### src/rtl/eepromSlavePkg.sv
package eepromSlavePkg;

  localparam logic [3:0] DEV_PREFIX = 4'b1010;

  typedef enum logic [3:0] {
    ST_IDLE, ST_DEVSEL, ST_ACKDEV, ST_ADDRHI, ST_ACKHI,
    ST_ADDRLO, ST_ACKLO, ST_WDATA, ST_ACKWD, ST_RDATA, ST_RACK
  } slvState_t;

  typedef struct packed {
    logic shiftIn;
    logic loadHi;
    logic loadLo;
    logic incPage;
    logic loadOut;
    logic shiftOut;
  } dpStrobe_t;

endpackage

### src/rtl/busSampler.sv
module busSampler #(
  parameter int SYNC_DEPTH = 2
) (
  input  logic clk,
  input  logic rstN,
  input  logic sclIn,
  input  logic sdaIn,
  output logic sdaBit,
  output logic sclRise,
  output logic sclFall,
  output logic startSeen,
  output logic stopSeen
);
  logic [SYNC_DEPTH-1:0] sclPipe, sdaPipe;
  logic sclPrev, sdaPrev, sclNow;

  always_ff @(posedge clk) begin
    if (!rstN) begin
      sclPipe <= '1;
      sdaPipe <= '1;
      sclPrev <= 1'b1;
      sdaPrev <= 1'b1;
    end else begin
      sclPipe <= {sclPipe[SYNC_DEPTH-2:0], sclIn};
      sdaPipe <= {sdaPipe[SYNC_DEPTH-2:0], sdaIn};
      sclPrev <= sclPipe[SYNC_DEPTH-1];
      sdaPrev <= sdaPipe[SYNC_DEPTH-1];
    end
  end

  assign sclNow    = sclPipe[SYNC_DEPTH-1];
  assign sdaBit    = sdaPipe[SYNC_DEPTH-1];
  assign sclRise   = sclNow & ~sclPrev;
  assign sclFall   = ~sclNow & sclPrev;
  assign startSeen = sclNow & sclPrev & sdaPrev & ~sdaBit;
  assign stopSeen  = sclNow & sclPrev & ~sdaPrev & sdaBit;
endmodule

### src/rtl/slaveDatapath.sv
module slaveDatapath
  import eepromSlavePkg::*;
#(
  parameter int ADDR_W    = 13,
  parameter int PAGE_BITS = 5
) (
  input  logic              clk,
  input  logic              rstN,
  input  dpStrobe_t         strb,
  input  logic              sdaBit,
  input  logic [7:0]        rdData,
  output logic [7:0]        rxByte,
  output logic              txBit,
  output logic [ADDR_W-1:0] memAddr
);
  localparam int HI_BITS = ADDR_W - 8;
  localparam logic [PAGE_BITS-1:0] PAGE_ONE = PAGE_BITS'(1);
  localparam logic [ADDR_W-1:0]    ADDR_ONE = ADDR_W'(1);

  logic [7:0]        txShift;
  logic [ADDR_W-1:0] addr;

  always_ff @(posedge clk) begin
    if (!rstN) begin
      rxByte  <= '0;
      txShift <= '1;
      addr    <= '0;
    end else begin
      if (strb.shiftIn)  rxByte <= {rxByte[6:0], sdaBit};
      if (strb.loadOut)  txShift <= rdData;
      else if (strb.shiftOut) txShift <= {txShift[6:0], 1'b1};
      if (strb.loadHi)   addr[ADDR_W-1:8] <= rxByte[HI_BITS-1:0];
      if (strb.loadLo)   addr[7:0] <= rxByte;
      if (strb.incPage)  addr[PAGE_BITS-1:0] <= addr[PAGE_BITS-1:0] + PAGE_ONE;
      if (strb.loadOut)  addr <= addr + ADDR_ONE;
    end
  end

  assign txBit   = txShift[7];
  assign memAddr = addr;


  page_step_chk: assert property (@(posedge clk) disable iff (!rstN)
    strb.incPage |=> ($stable(addr[ADDR_W-1:PAGE_BITS]) &&
                      addr[PAGE_BITS-1:0] == $past(addr[PAGE_BITS-1:0]) + PAGE_ONE));


  read_step_chk: assert property (@(posedge clk) disable iff (!rstN)
    strb.loadOut |=> memAddr == $past(memAddr) + ADDR_ONE);
endmodule

### src/rtl/slaveControl.sv
module slaveControl
  import eepromSlavePkg::*;
(
  input  logic       clk,
  input  logic       rstN,
  input  logic       sdaBit,
  input  logic       sclRise,
  input  logic       sclFall,
  input  logic       startSeen,
  input  logic       stopSeen,
  input  logic [7:0] rxByte,
  input  logic       txBit,
  input  logic [2:0] strapIn,
  input  logic       wpIn,
  input  logic       busyIn,
  output dpStrobe_t  strb,
  output logic       sdaDriveLow,
  output logic       loadStrb,
  output logic       commitStrb
);
  slvState_t state;
  logic [3:0] bitCnt;
  logic rwBit, wpLat, firstData, pending, masterAck;
  logic byteDone, devMatch, quiet, inByte, wpReject;

  assign byteDone = sclFall && (bitCnt == 4'd8);
  assign devMatch = (rxByte[7:4] == DEV_PREFIX) && (rxByte[3:1] == strapIn);
  assign quiet    = !startSeen && !stopSeen;
  assign inByte   = state inside {ST_DEVSEL, ST_ADDRHI, ST_ADDRLO, ST_WDATA, ST_RDATA};
  assign wpReject = firstData && wpLat;

  always_comb begin
    strb       = '0;
    loadStrb   = 1'b0;
    commitStrb = stopSeen && pending;
    if (quiet) begin
      case (state)
        ST_DEVSEL: strb.shiftIn = sclRise;
        ST_ADDRHI: begin strb.shiftIn = sclRise; strb.loadHi = byteDone; end
        ST_ADDRLO: begin strb.shiftIn = sclRise; strb.loadLo = byteDone; end
        ST_WDATA: begin
          strb.shiftIn = sclRise;
          if (byteDone && !wpReject) begin
            loadStrb     = 1'b1;
            strb.incPage = 1'b1;
          end
        end
        ST_ACKDEV: strb.loadOut  = sclFall && rwBit;
        ST_RDATA:  strb.shiftOut = sclFall && (bitCnt != 4'd8);
        ST_RACK:   strb.loadOut  = sclFall && masterAck;
        default: ;
      endcase
    end
  end

  always_ff @(posedge clk) begin
    if (!rstN) begin
      state <= ST_IDLE;
      bitCnt <= '0;
      rwBit <= 1'b0; wpLat <= 1'b0; firstData <= 1'b0;
      pending <= 1'b0; masterAck <= 1'b0;
    end else if (startSeen) begin
      state <= ST_DEVSEL;
      bitCnt <= '0;
      pending <= 1'b0;
    end else if (stopSeen) begin
      state <= ST_IDLE;
      pending <= 1'b0;
    end else begin
      if (inByte && sclRise) bitCnt <= bitCnt + 4'd1;
      case (state)
        ST_DEVSEL: if (byteDone) begin
          if (devMatch && !busyIn) begin
            state <= ST_ACKDEV;
            rwBit <= rxByte[0];
          end else state <= ST_IDLE;
        end
        ST_ACKDEV: if (sclFall) begin
          bitCnt <= '0;
          state  <= rwBit ? ST_RDATA : ST_ADDRHI;
        end
        ST_ADDRHI: if (byteDone) state <= ST_ACKHI;
        ST_ACKHI:  if (sclFall) begin bitCnt <= '0; state <= ST_ADDRLO; end
        ST_ADDRLO: if (byteDone) state <= ST_ACKLO;
        ST_ACKLO:  if (sclFall) begin
          bitCnt <= '0;
          state <= ST_WDATA;
          wpLat <= wpIn;
          firstData <= 1'b1;
        end
        ST_WDATA: if (byteDone) begin
          if (wpReject) state <= ST_IDLE;
          else begin
            state <= ST_ACKWD;
            pending <= 1'b1;
            firstData <= 1'b0;
          end
        end
        ST_ACKWD: if (sclFall) begin bitCnt <= '0; state <= ST_WDATA; end
        ST_RDATA: if (byteDone) state <= ST_RACK;
        ST_RACK: begin
          if (sclRise) masterAck <= !sdaBit;
          if (sclFall) begin
            bitCnt <= '0;
            state  <= masterAck ? ST_RDATA : ST_IDLE;
          end
        end
        default: state <= ST_IDLE;
      endcase
    end
  end

  assign sdaDriveLow = (state inside {ST_ACKDEV, ST_ACKHI, ST_ACKLO, ST_ACKWD}) ||
                       (state == ST_RDATA && !txBit);


  busy_nack_chk: assert property (@(posedge clk) disable iff (!rstN)
    (state == ST_DEVSEL && byteDone && busyIn && quiet) |=> (state == ST_IDLE && !sdaDriveLow));

  start_rearm_chk: assert property (@(posedge clk) disable iff (!rstN)
    startSeen |=> state == ST_DEVSEL);

  stop_idle_chk: assert property (@(posedge clk) disable iff (!rstN)
    stopSeen |=> (state == ST_IDLE && !sdaDriveLow));

  load_ack_chk: assert property (@(posedge clk) disable iff (!rstN)
    loadStrb |=> sdaDriveLow);

  wp_reject_chk: assert property (@(posedge clk) disable iff (!rstN)
    (state == ST_WDATA && byteDone && wpReject && quiet) |=> (!sdaDriveLow && !loadStrb));
endmodule

### src/rtl/eepromBusSlave.sv
module eepromBusSlave
  import eepromSlavePkg::*;
#(
  parameter int ADDR_W     = 13,
  parameter int PAGE_BITS  = 5,
  parameter int SYNC_DEPTH = 2
) (
  input  logic              clk,
  input  logic              rstN,
  input  logic              sclIn,
  input  logic              sdaIn,
  output logic              sdaDriveLow,
  input  logic [2:0]        strapIn,
  input  logic              wpIn,
  input  logic              busyIn,
  input  logic [7:0]        rdData,
  output logic [ADDR_W-1:0] memAddr,
  output logic [7:0]        wrData,
  output logic              loadStrb,
  output logic              commitStrb
);
  logic sdaBit, sclRise, sclFall, startSeen, stopSeen, txBit;
  logic [7:0] rxByte;
  dpStrobe_t strb;

  busSampler #(.SYNC_DEPTH(SYNC_DEPTH)) i_sampler (
    .clk(clk), .rstN(rstN), .sclIn(sclIn), .sdaIn(sdaIn),
    .sdaBit(sdaBit), .sclRise(sclRise), .sclFall(sclFall),
    .startSeen(startSeen), .stopSeen(stopSeen)
  );

  slaveControl i_control (
    .clk(clk), .rstN(rstN), .sdaBit(sdaBit), .sclRise(sclRise), .sclFall(sclFall),
    .startSeen(startSeen), .stopSeen(stopSeen), .rxByte(rxByte), .txBit(txBit),
    .strapIn(strapIn), .wpIn(wpIn), .busyIn(busyIn), .strb(strb),
    .sdaDriveLow(sdaDriveLow), .loadStrb(loadStrb), .commitStrb(commitStrb)
  );

  slaveDatapath #(.ADDR_W(ADDR_W), .PAGE_BITS(PAGE_BITS)) i_datapath (
    .clk(clk), .rstN(rstN), .strb(strb), .sdaBit(sdaBit), .rdData(rdData),
    .rxByte(rxByte), .txBit(txBit), .memAddr(memAddr)
  );

  assign wrData = rxByte;
endmodule

### config.mk
export PLATFORM = sky130hd
export DESIGN_NAME = eepromBusSlave
export DESIGN_NICKNAME = d
export VERILOG_FILES = /design/src/rtl/eepromSlavePkg.sv /design/src/rtl/busSampler.sv /design/src/rtl/slaveDatapath.sv /design/src/rtl/slaveControl.sv /design/src/rtl/eepromBusSlave.sv
export SDC_FILE = /design/constraint.sdc
export NUM_CORES = 1
export LEC_CHECK = 0
export ABC_CLOCK_PERIOD_IN_PS = 7100
export BUFFER_PORTS_ARGS = -buffer_cell sky130_fd_sc_hd__buf_2
export CORE_MARGIN = 2
export CORE_UTILIZATION = 61
export CTS_CLUSTER_SIZE = 30
export DETAILED_ROUTE_END_ITERATION = 8
export MAX_ROUTING_LAYER = met4
export PLACE_DENSITY_LB_ADDON = 0.12
export SYNTH_ARGS = -nofsm -noshare
export SYNTH_HDL_FRONTEND = slang
export SYNTH_HIERARCHICAL = 1
export SYNTH_SLANG_ARGS = --single-unit
export TNS_END_PERCENT = 10
### constraint.sdc
create_clock -name clk -period 7.1 [get_ports clk]
set_input_delay 0 -clock clk [delete_from_list [all_inputs] [get_ports clk]]
set_output_delay 0 -clock clk [all_outputs]
set_load 0.03 [all_outputs]
Word level (Yosys, flattened, before mapping):

Cells that the tools add are included.

* register bits: 48
* bits of input ports: 17
* word-level logic and storage cells: 145
* output and inout port bits: 24

* multiplexer cells: 38
* $add $sub $neg: 3
* bitwise operators: 15
* equality and inequality tests: 34
* reductions and logical operators: 38

Operator list (count)
* $mux 4: 15
* $ne 4x1->1 const B: 9
* $pmux 4 s9: 1
* $mux 8: 3
* $eq 4x4->1 const B: 5
* $ne 2x1->1 const B: 10
* $reduce_and 9->1: 2
* $eq 4x3->1 const B: 4
* $add 13x1->13 const B: 1
* $mux 13: 1
* $logic_and 1x1->1: 12
* $mux 1: 12
* $mux 5: 2
* $eq 4x2->1 const B: 2
* $not 1->1: 8
* $reduce_and 4->1: 2
* $reduce_bool 2->1: 4
* $and 1x1->1: 7
* $logic_not 1->1: 6
* $mux 6: 1
* $reduce_and 6->1: 1
* $add 5x1->5 const B: 1
* $reduce_and 5->1: 1
* $reduce_bool 5->1: 1
* 15 further kinds: 17

Depth between registers and ports, before layout:

Gate-level depths: netlist (run 1).

* depth in word-level cells: 10
* gate-level depth with buffers: 11
* mapped depth without buffers: 9

Cells and area by module:

The synthesis (run 1) kept the hierarchy.

Modules (own cells, without submodules)
* slaveDatapath: cells each 153, area an instance 1450.1 µm², times used 1, seq. area each 580.6 µm²
* slaveControl: cells each 120, area an instance 950.9 µm², times used 1, seq. area each 260.2 µm²
* busSampler: cells each 16, area an instance 190.2 µm², times used 1, seq. area each 120.1 µm²

Least setup slack after synthesis (run 1):

No wires, ideal clock.

* path kind: reg-to-reg
* start point: register i_sampler.sdaPipe[1]
* end point: register i_datapath.addr[4], in the netlist i_datapath/memAddr[4]
* path buffers: 2
* cell stages (with the launch flop): 12
* data required time: 7.024 ns
* period minus slack after synthesis: 2.497 ns
* arrival: 2.421 ns
* path slack: 4.603 ns
* setup time: 0.076 ns
* cells stage by stage: dfxtp_1 -> and4b_1 -> nor2_1 -> nand2_1 -> or2_2 -> nor2_1 -> buf_4 -> nor2_1 -> buf_2 -> o21ai_0 -> nand2_1 -> a21boi_0

RTL lines
* from (decl): line busSampler.sv:14 `logic [SYNC_DEPTH-1:0] sclPipe, sdaPipe;`
* from (signal assigned): line busSampler.sv:25 `sdaPipe <= {sdaPipe[SYNC_DEPTH-2:0], sdaIn};`
* to (signal, indexed assignment): line slaveDatapath.sv:32 `if (strb.loadHi) addr[ADDR_W-1:8] <= rxByte[HI_BITS-1:0];`
* to (signal assigned): line slaveDatapath.sv:33 `if (strb.loadLo) addr[7:0] <= rxByte;`
* to (signal, indexed assignment): line slaveDatapath.sv:34 `if (strb.incPage) addr[PAGE_BITS-1:0] <= addr[PAGE_BITS-1:0] + PAGE_ONE;`
* to (decl): line slaveDatapath.sv:21 `logic [ADDR_W-1:0] addr;`

==> results of run 1 <==
==> routing by layer <==
metal	wire (um)	up-vias	part of all wire [%]
met2	2700	72	48
met5	0	-	0
met3	248	4	4.4
met4	45	0	0.79
li1	-	1129	-
met1	2670	1051	47
==> cell families (layout without fill, tap and decap cells) <==
kind of cell	after synthesis	after routing	synth area share, %
buffers and inverters	25	68	4.78
multiplexers	32	32	12.8
AND/OR/NAND/NOR	117	117	25.6
flip-flops	48	48	37.1
XOR/XNOR	9	9	3.04
adder cells (fa/ha/maj)	3	3	1.45
AO/OA/AOI/OAI	55	55	15.2
==> Yosys cell counts, types with 5 or more instances <==
cell	number	area share (%)
nor2b_1	14	3.4
nor3_1	6	1.2
dfxtp_1	48	37
and4_1	5	1.7
mux2_2	9	3.9
mux2i_1	23	8.9
inv_1	8	1.2
clkbuf_1	5	0.72
nand4_1	6	1.4
nand2b_1	11	2.7
a21boi_0	6	1.7
o21ai_0	14	2.7
a21oi_1	7	1.4
buf_2	6	1.2
nand2_1	25	3.6
nor2_1	18	2.6
xor2_1	8	2.7
==> layout by cell type, fill, tap and decap left out, types with 2 or more instances in the layout <==
master	count
dfxtp_1	48
buf_2	40
nand2_1	25
mux2i_1	23
nor2_1	18
o21ai_0	14
nor2b_1	14
dlygate4sd3_1	11
nand2b_1	11
mux2_2	9
inv_1	8
xor2_1	8
clkbuf_8	7
a21oi_1	7
nand4_1	6
a21boi_0	6
nor3_1	5
and4_1	5
and2_1	4
and4b_1	4
nand3_1	4
and3_1	4
a31oi_1	3
ha_1	3
a211oi_1	3
nand3b_1	2
nor4_1	2
o22ai_1	2
a311oi_1	2
or3_1	2
a32oi_1	2
o211a_1	2
==> sequential cells by signal, summed over array words and instances, names as in the netlist <==
register and count:
i_control/bitCnt 4, i_control/firstData 1, i_control/masterAck 1, i_control/pending 1
i_control/rwBit 1, i_control/state 4, i_control/wpLat 1, i_datapath/memAddr 13
i_datapath/rxByte 8, i_datapath/txShift 8, i_sampler/sclPipe 2, i_sampler/sclPrev 1
i_sampler/sdaPipe 2, i_sampler/sdaPrev 1
==> worst min path at each step <==
stage                      from               endpoint  slack, ns  depth (start not counted)
after CTS                  rstN  i_datapath/txShift[5]       0.20                          2
final                      rstN  i_datapath/txShift[2]       0.20                          2
after global routing       rstN  i_datapath/txShift[1]       0.23                          2
after global placement    sclIn   i_sampler/sclPipe[0]       0.18                          2
after detailed placement  sdaIn   i_sampler/sdaPipe[0]       0.19                          2
after floorplan            rstN   i_sampler/sclPipe[1]       0.07                          1
==> power by group through the flow <==
stage | Clock (W) | Sequential [W] | Combinational (W)
floorplan | 0 | 0.000282 | 0.0000131
global placement | 0 | 0.000282 | 0.0000221
detailed placement | 0 | 0.000282 | 0.0000225
CTS | 0.000219 | 0.000275 | 0.0000272
global route | 0.000228 | 0.000276 | 0.0000297
finish | 0.000212 | 0.000275 | 0.0000275
==> through the flow <==
step | hold slack (ns) | utilization, % | power [W] | instance area [sq um] | cells
2_1_floorplan | 0.0730 | - | 0.000295 | 2590 | 289
3_3_place_gp | 0.181 | 68.3 | 0.000304 | 2770 | 363
3_5_place_dp | 0.187 | 68.3 | 0.000304 | 2770 | 363
4_1_cts | 0.197 | 74.2 | 0.000522 | 3010 | 382
5_1_grt | 0.229 | 74.2 | 0.000534 | 3010 | 382
6_report | 0.203 | 74.2 | 0.000515 | 3010 | 382
==> final cells by class <==
| type | count | area share (%) |
|---|---|---|
| repair buffers | 52 | 10.6 |
| inverters | 8 | 0.998 |
| well taps | 50 | 2.08 |
| clock inverters | 1 | 0.998 |
| multi-input cells | 216 | 50.2 |
| clock buffers | 7 | 3.20 |
| flip-flops and latches | 48 | 31.9 |
==> worst max-delay path, cell delays in order, from the launching register on <==
cell	delay, ns
dfxtp_1	0.37
and4b_1	0.24
nor2_1	0.24
nand2_1	0.11
or2_2	0.35
nor3_1	0.90
mux2_2	0.42
o21ai_0	0.14
a21oi_1	0.05
==> flow_metrics.py, run 1 <==
metrics = {
    "placed_design": {
        "io_buffers": 40,
        "dp_hpwl_mm": 3.92,
        "place_ws_ns": 4.24,
        "place_congestion": 0.935,
    },
    "detailed_routing": {
        "finalWirelength_mm": 5.67,
        "first_pass_iters": 4,
        "final_antenna_net_count": 0,
        "wl_per_cell_um": 14.8,
        "vias": 2256,
        "drt_iter0_drc": 224,
        "post-route-drc-count": 0,
        "viasPerCell": 5.91,
    },
    "clock_tree": {
        "cts-root-buf": "clkbuf_8",
        "numCtsBuffers": 5,
        "cts_setup_buffers": 0,
        "cts_hold_buf": 11,
        "cts_tree": "done",
        "h-tree-depth": 2,
        "cts.sinks": 48,
        "clockBufferDepth": 2,
        "clk_pin_slew_ns": 0.09,
        "clk_latency_ns": 0.29,
        "post_cts_resized": 0,
    },
    "pwr": {
        "p_int_w": 0.000409,
        "netSwitchingFraction_pct": 20.6,
        "seqPwrFrac_pct": 53.5,
        "p_leak_nw": 1.17,
        "power_density_nw_per_um2": 171,
        "switching_power_w": 0.000106,
        "combPwrFrac_pct": 5.3,
        "clkPwrFrac_pct": 41.2,
        "vdd_ir_drop_max_mv": 0.137,
    },
    "sta": {
        "min_period_ns": 2.93,
        "finalCritPeriodShare_pct": 41.3,
        "setup_violations": 0,
        "fin_setup_tns_ns": 0,
        "grt_setup_unrepaired": "no",
        "max-slew-margin-rel_pct": 25.6,
        "hold_violations": 0,
        "fin_skew_ns": 0.00921,
        "fmaxAchievable_mhz": 341,
        "slew_violations": 0,
        "timing.final.ws_setup_ns": 4.17,
        "worst_pin_slew_ns": 1.11,
    },
    "run_status": {
        "outcome": "finished clean",
    },
    "critical_path": {
        "path_class": "reg -> reg",
        "cp-end-kind": "flop",
        "crit_required_ns": 7.28,
        "cp-start-kind": "flop",
        "reg2regPathDepth": 8,
        "worstPathArrival_ns": 3.11,
        "cp-startpoint": "i_sampler/sdaPipe[1]",
        "r2r-start": "i_sampler/sdaPipe[1]",
        "critPathMaxFanout": 10,
        "r2r_end": "i_datapath/memAddr[7]",
        "endpoint": "i_datapath/memAddr[7]",
        "reg2reg_slack_ns": 4.17,
    },
    "yosys": {
        "synth_nets": 309,
        "synth_edf_count": 0,
        "ys_warn_count": 6,
        "syn_area_per_cell_sq_um": 8.97,
        "syn_inst": 289,
        "async_reset_ff_share_pct": 0,
        "yosysUniqueCellTypes": 59,
        "synthFlopType": "dfxtp_1",
        "synthesis.area_sq_um": 2590,
        "ys_seq_area_share_pct": 37.1,
        "ys_ff_latch": 48,
    },
    "final_layout": {
        "nNetsFinal": 351,
        "area_growth_pct": 16.1,
        "seq_area_sq_um": 961,
        "multiInputGateArea_sq_um": 1510,
        "num_antenna_cells": 0,
        "nFillCells": 301,
        "final_layout_size_suffix_gt1_share_pct": 21.1,
    },
    "grt": {
        "met2_usage_pct": 38.7,
        "use_met3_pct": 5.23,
        "met1_usage_pct": 33.0,
        "grt_pass1_vias": 2111,
        "grt_first_pass_wirelength_mm": 9.60,
        "grt.busiest_layer": "met2",
        "grt_max_degree": 46,
        "overflow": 0,
        "antenna_found_initial": 0,
        "grt_use_total_pct": 25.0,
    },
    "worst_hold_path": {
        "hold_class": "in -> reg",
    },
    "floorplan": {
        "start_util_pct": 63.9,
        "ios": 41,
        "rows": 23,
        "die_w_um": 69.2,
        "die_y_um": 69.2,
        "fp.dieArea_sq_um": 4790,
        "core-area_sq_um": 4060,
    },
    "job": {
        "cap_viol_max_count": 0,
    },
}
Note: power is estimated with default switching activity, not from simulation.
==> run 2, diff against run 1 <==
ABC_AREA = 1   (was unset)
ABC_CLOCK_PERIOD_IN_PS = 2400   (was 7100)
CORE_UTILIZATION = 51   (was 61)
clock period = 2.4 ns   (was 7.1 ns; I/O delays follow)
==> run 2 against run 1 <==
Against the previous run: routed wire length rose by 17%; sequential share of layout area fell by 2.1 points; die area is 25% higher; first-iteration DRC count shrank 13%; synthesized cell count grew 42%; critical path depth is 3 higher; via count increased by 20%; clock power up 140%; non-clock buffer count rose by 3; design area up 7.0%.
==> flow_metrics.py, run 2 <==
metrics = {
    "sta": {
        "slew_violations": 0,
        "fin_setup_tns_ns": 0,
        "grt_setup_unrepaired": "no",
        "max-slew-margin-rel_pct": 58.5,
        "timing.final.ws_setup_ns": 0.182,
        "min_period_ns": 2.22,
        "holdWs_ns": 0.0749,
        "fin_skew_ns": 0.00724,
        "setup_violations": 0,
        "finalCritPeriodShare_pct": 92.4,
        "fmaxAchievable_mhz": 451,
        "hold_violations": 0,
        "worst_pin_slew_ns": 0.622,
    },
    "final_layout": {
        "area_growth_pct": 17.8,
        "num_antenna_cells": 0,
        "largest_reg_flops": 13,
        "nNetsFinal": 485,
        "final_common_cell": "nand2_1",
        "final_cell_mix": "nand2_1, inv_1, dfxtp_1, nand3_1, buf_2",
        "final_layout_size_suffix_gt1_share_pct": 19.5,
    },
    "clock_tree": {
        "cts.sinks": 48,
        "cts_tree": "done",
        "cts_setup_buffers": 0,
        "clk_pin_slew_ns": 0.09,
        "cts-root-buf": "clkbuf_8",
        "clockBufferDepth": 2,
        "clk_latency_ns": 0.31,
        "numCtsBuffers": 5,
        "h-tree-depth": 2,
    },
    "grt": {
        "overflow": 0,
        "grt_use_total_pct": 23.8,
        "grt_max_degree": 25,
        "grt_first_pass_wirelength_mm": 11.2,
        "grt.busiest_layer": "met2",
        "met1_usage_pct": 31.4,
        "grt_pass1_vias": 2426,
        "use_met3_pct": 4.35,
        "met2_usage_pct": 37.3,
        "antenna_found_initial": 0,
    },
    "critical_path": {
        "critPathMaxFanout": 18,
        "reg2reg_slack_ns": 0.18,
        "cp-start-kind": "flop",
        "cp-end-kind": "flop",
        "path_class": "reg -> reg",
        "crit_required_ns": 2.61,
        "worstPathArrival_ns": 2.42,
    },
    "worst_hold_path": {
        "hold_class": "in -> reg",
    },
    "pwr": {
        "p_leak_nw": 1.47,
        "vdd_ir_drop_max_mv": 0.354,
        "power_density_nw_per_um2": 557,
    },
    "placed_design": {
        "place_congestion": 0.944,
        "io_buffers": 40,
        "place_ws_ns": 0.235,
        "dp_hpwl_mm": 4.89,
    },
    "yosys": {
        "syn_area_per_cell_sq_um": 6.65,
        "synth_nets": 431,
        "ys_seq_area_share_pct": 35.1,
        "synth.top_cells.by_count": "nand2_1, inv_1, dfxtp_1, nand3_1, nor2_1",
        "synthesis.area_sq_um": 2730,
        "ys_warn_count": 6,
        "yosysUniqueCellTypes": 31,
        "synth_edf_count": 0,
        "synth_top_area_cell": "dfxtp_1",
        "syn_inst": 411,
        "ys_ff_latch": 48,
        "synth_area_leaders": "dfxtp_1, nand2_1, nand3_1",
        "synthFlopType": "dfxtp_1",
        "async_reset_ff_share_pct": 0,
        "yosys.area.top_type_share_pct": 35.1,
        "synth_most_common_cell": "nand2_1",
    },
    "detailed_routing": {
        "viasPerCell": 5.05,
        "post-route-drc-count": 0,
        "vias": 2708,
        "drt_iter0_drc": 196,
        "finalWirelength_mm": 6.65,
        "first_pass_iters": 4,
        "wl_per_cell_um": 12.4,
        "final_antenna_net_count": 0,
    },
    "job": {
        "cap_viol_max_count": 0,
    },
    "floorplan": {
        "rows": 26,
        "start_util_pct": 53.2,
        "die_w_um": 77.2,
        "fp.dieArea_sq_um": 5960,
        "core-area_sq_um": 5140,
        "die_y_um": 77.2,
        "ios": 41,
    },
    "run_status": {
        "outcome": "finished clean",
    },
}
==> run 2: changes by cell type after synthesis, moves of 7 or more <==
cell      delta
a21oi_1     +17
inv_1       +46
inv_2        +7
mux2_2       -9
mux2i_1     -23
nand2_1     +78
nand2b_1    -11
nand3_1     +37
nor2_1      +17
nor2_4       +8
nor2b_1     -14
o21ai_0      +7
xor2_1       -7
==> run 2: timing repair <==
action,CTS,global route
hold endpoints to repair,11,0
hold buffers,11,0
resized for setup,0,0
==> run 2: final timing paths <==
kind              cells past startpoint                    end            startpoint
hold reg to reg                       2   i_sampler/sdaPipe[1]  i_sampler/sdaPipe[0]
setup / recovery                     11  i_datapath/memAddr[5]    i_control/state[1]
setup reg to reg                     11  i_datapath/memAddr[5]    i_control/state[1]
hold / removal                        2   i_sampler/sclPipe[1]                  rstN
==> run 2: worst max-delay path, cell delays in order, from the launching register on <==
cell,delay (ns)
dfxtp_1,0.47
inv_2,0.07
nor2_4,0.18
inv_2,0.07
nor2_4,0.13
nand2_1,0.13
a211oi_2,0.37
inv_2,0.21
nand2_1,0.14
inv_1,0.06
nor3_1,0.23
nor3_2,0.05
==> run 2: stage by stage <==
stage / total power (W) / util (%) / cells / instance area (sq um)
3_3_place_gp: 0.00128 / 58.7 / 517 / 3020
3_5_place_dp: 0.00128 / 58.7 / 517 / 3020
2_1_floorplan: 0.00118 / - / 411 / 2730
6_report: 0.00179 / 62.6 / 536 / 3220
5_1_grt: 0.00191 / 62.6 / 536 / 3220
4_1_cts: 0.00180 / 62.6 / 536 / 3220
==> run 2: per-layer routing <==
layer,vias to the layer above,part of all wire (%)
li1,1437,-
met1,1191,49
met2,67,45
met3,13,4.7
met4,0,1.7
met5,-,0
==> run 2: area by class of cell <==
type	count	area, sq um
Clock inverter	1	7.51
Timing Repair Buffer	55	340
Inverter	62	234
Multi-Input combinational cell	293	1500
Fill cell	496	1920
Clock buffer	7	86.3
Tap cell	70	87.6
Sequential cell	48	961
==> run 2: logic make-up (layout without fill, tap and decap cells) <==
| logic type | Yosys count | in the layout | synth area share [%] |
|---|---|---|---|
| simple gates | 224 | 224 | 39.9 |
| flops | 48 | 48 | 35.1 |
| buf+inv | 70 | 125 | 10.1 |
| compound gates | 65 | 65 | 13.2 |
| xor+xnor | 1 | 1 | 0.320 |
| fa+ha+maj | 3 | 3 | 1.37 |
==> run 2: power breakdown <==
part	switching, W	internal [W]	leakage, nW
Combinational	0.000276	0.000139	1.04
Sequential	0.0000391	0.000822	0.388
Clock	0.000284	0.000235	0.0445
Total	0.000599	0.00120	1.47
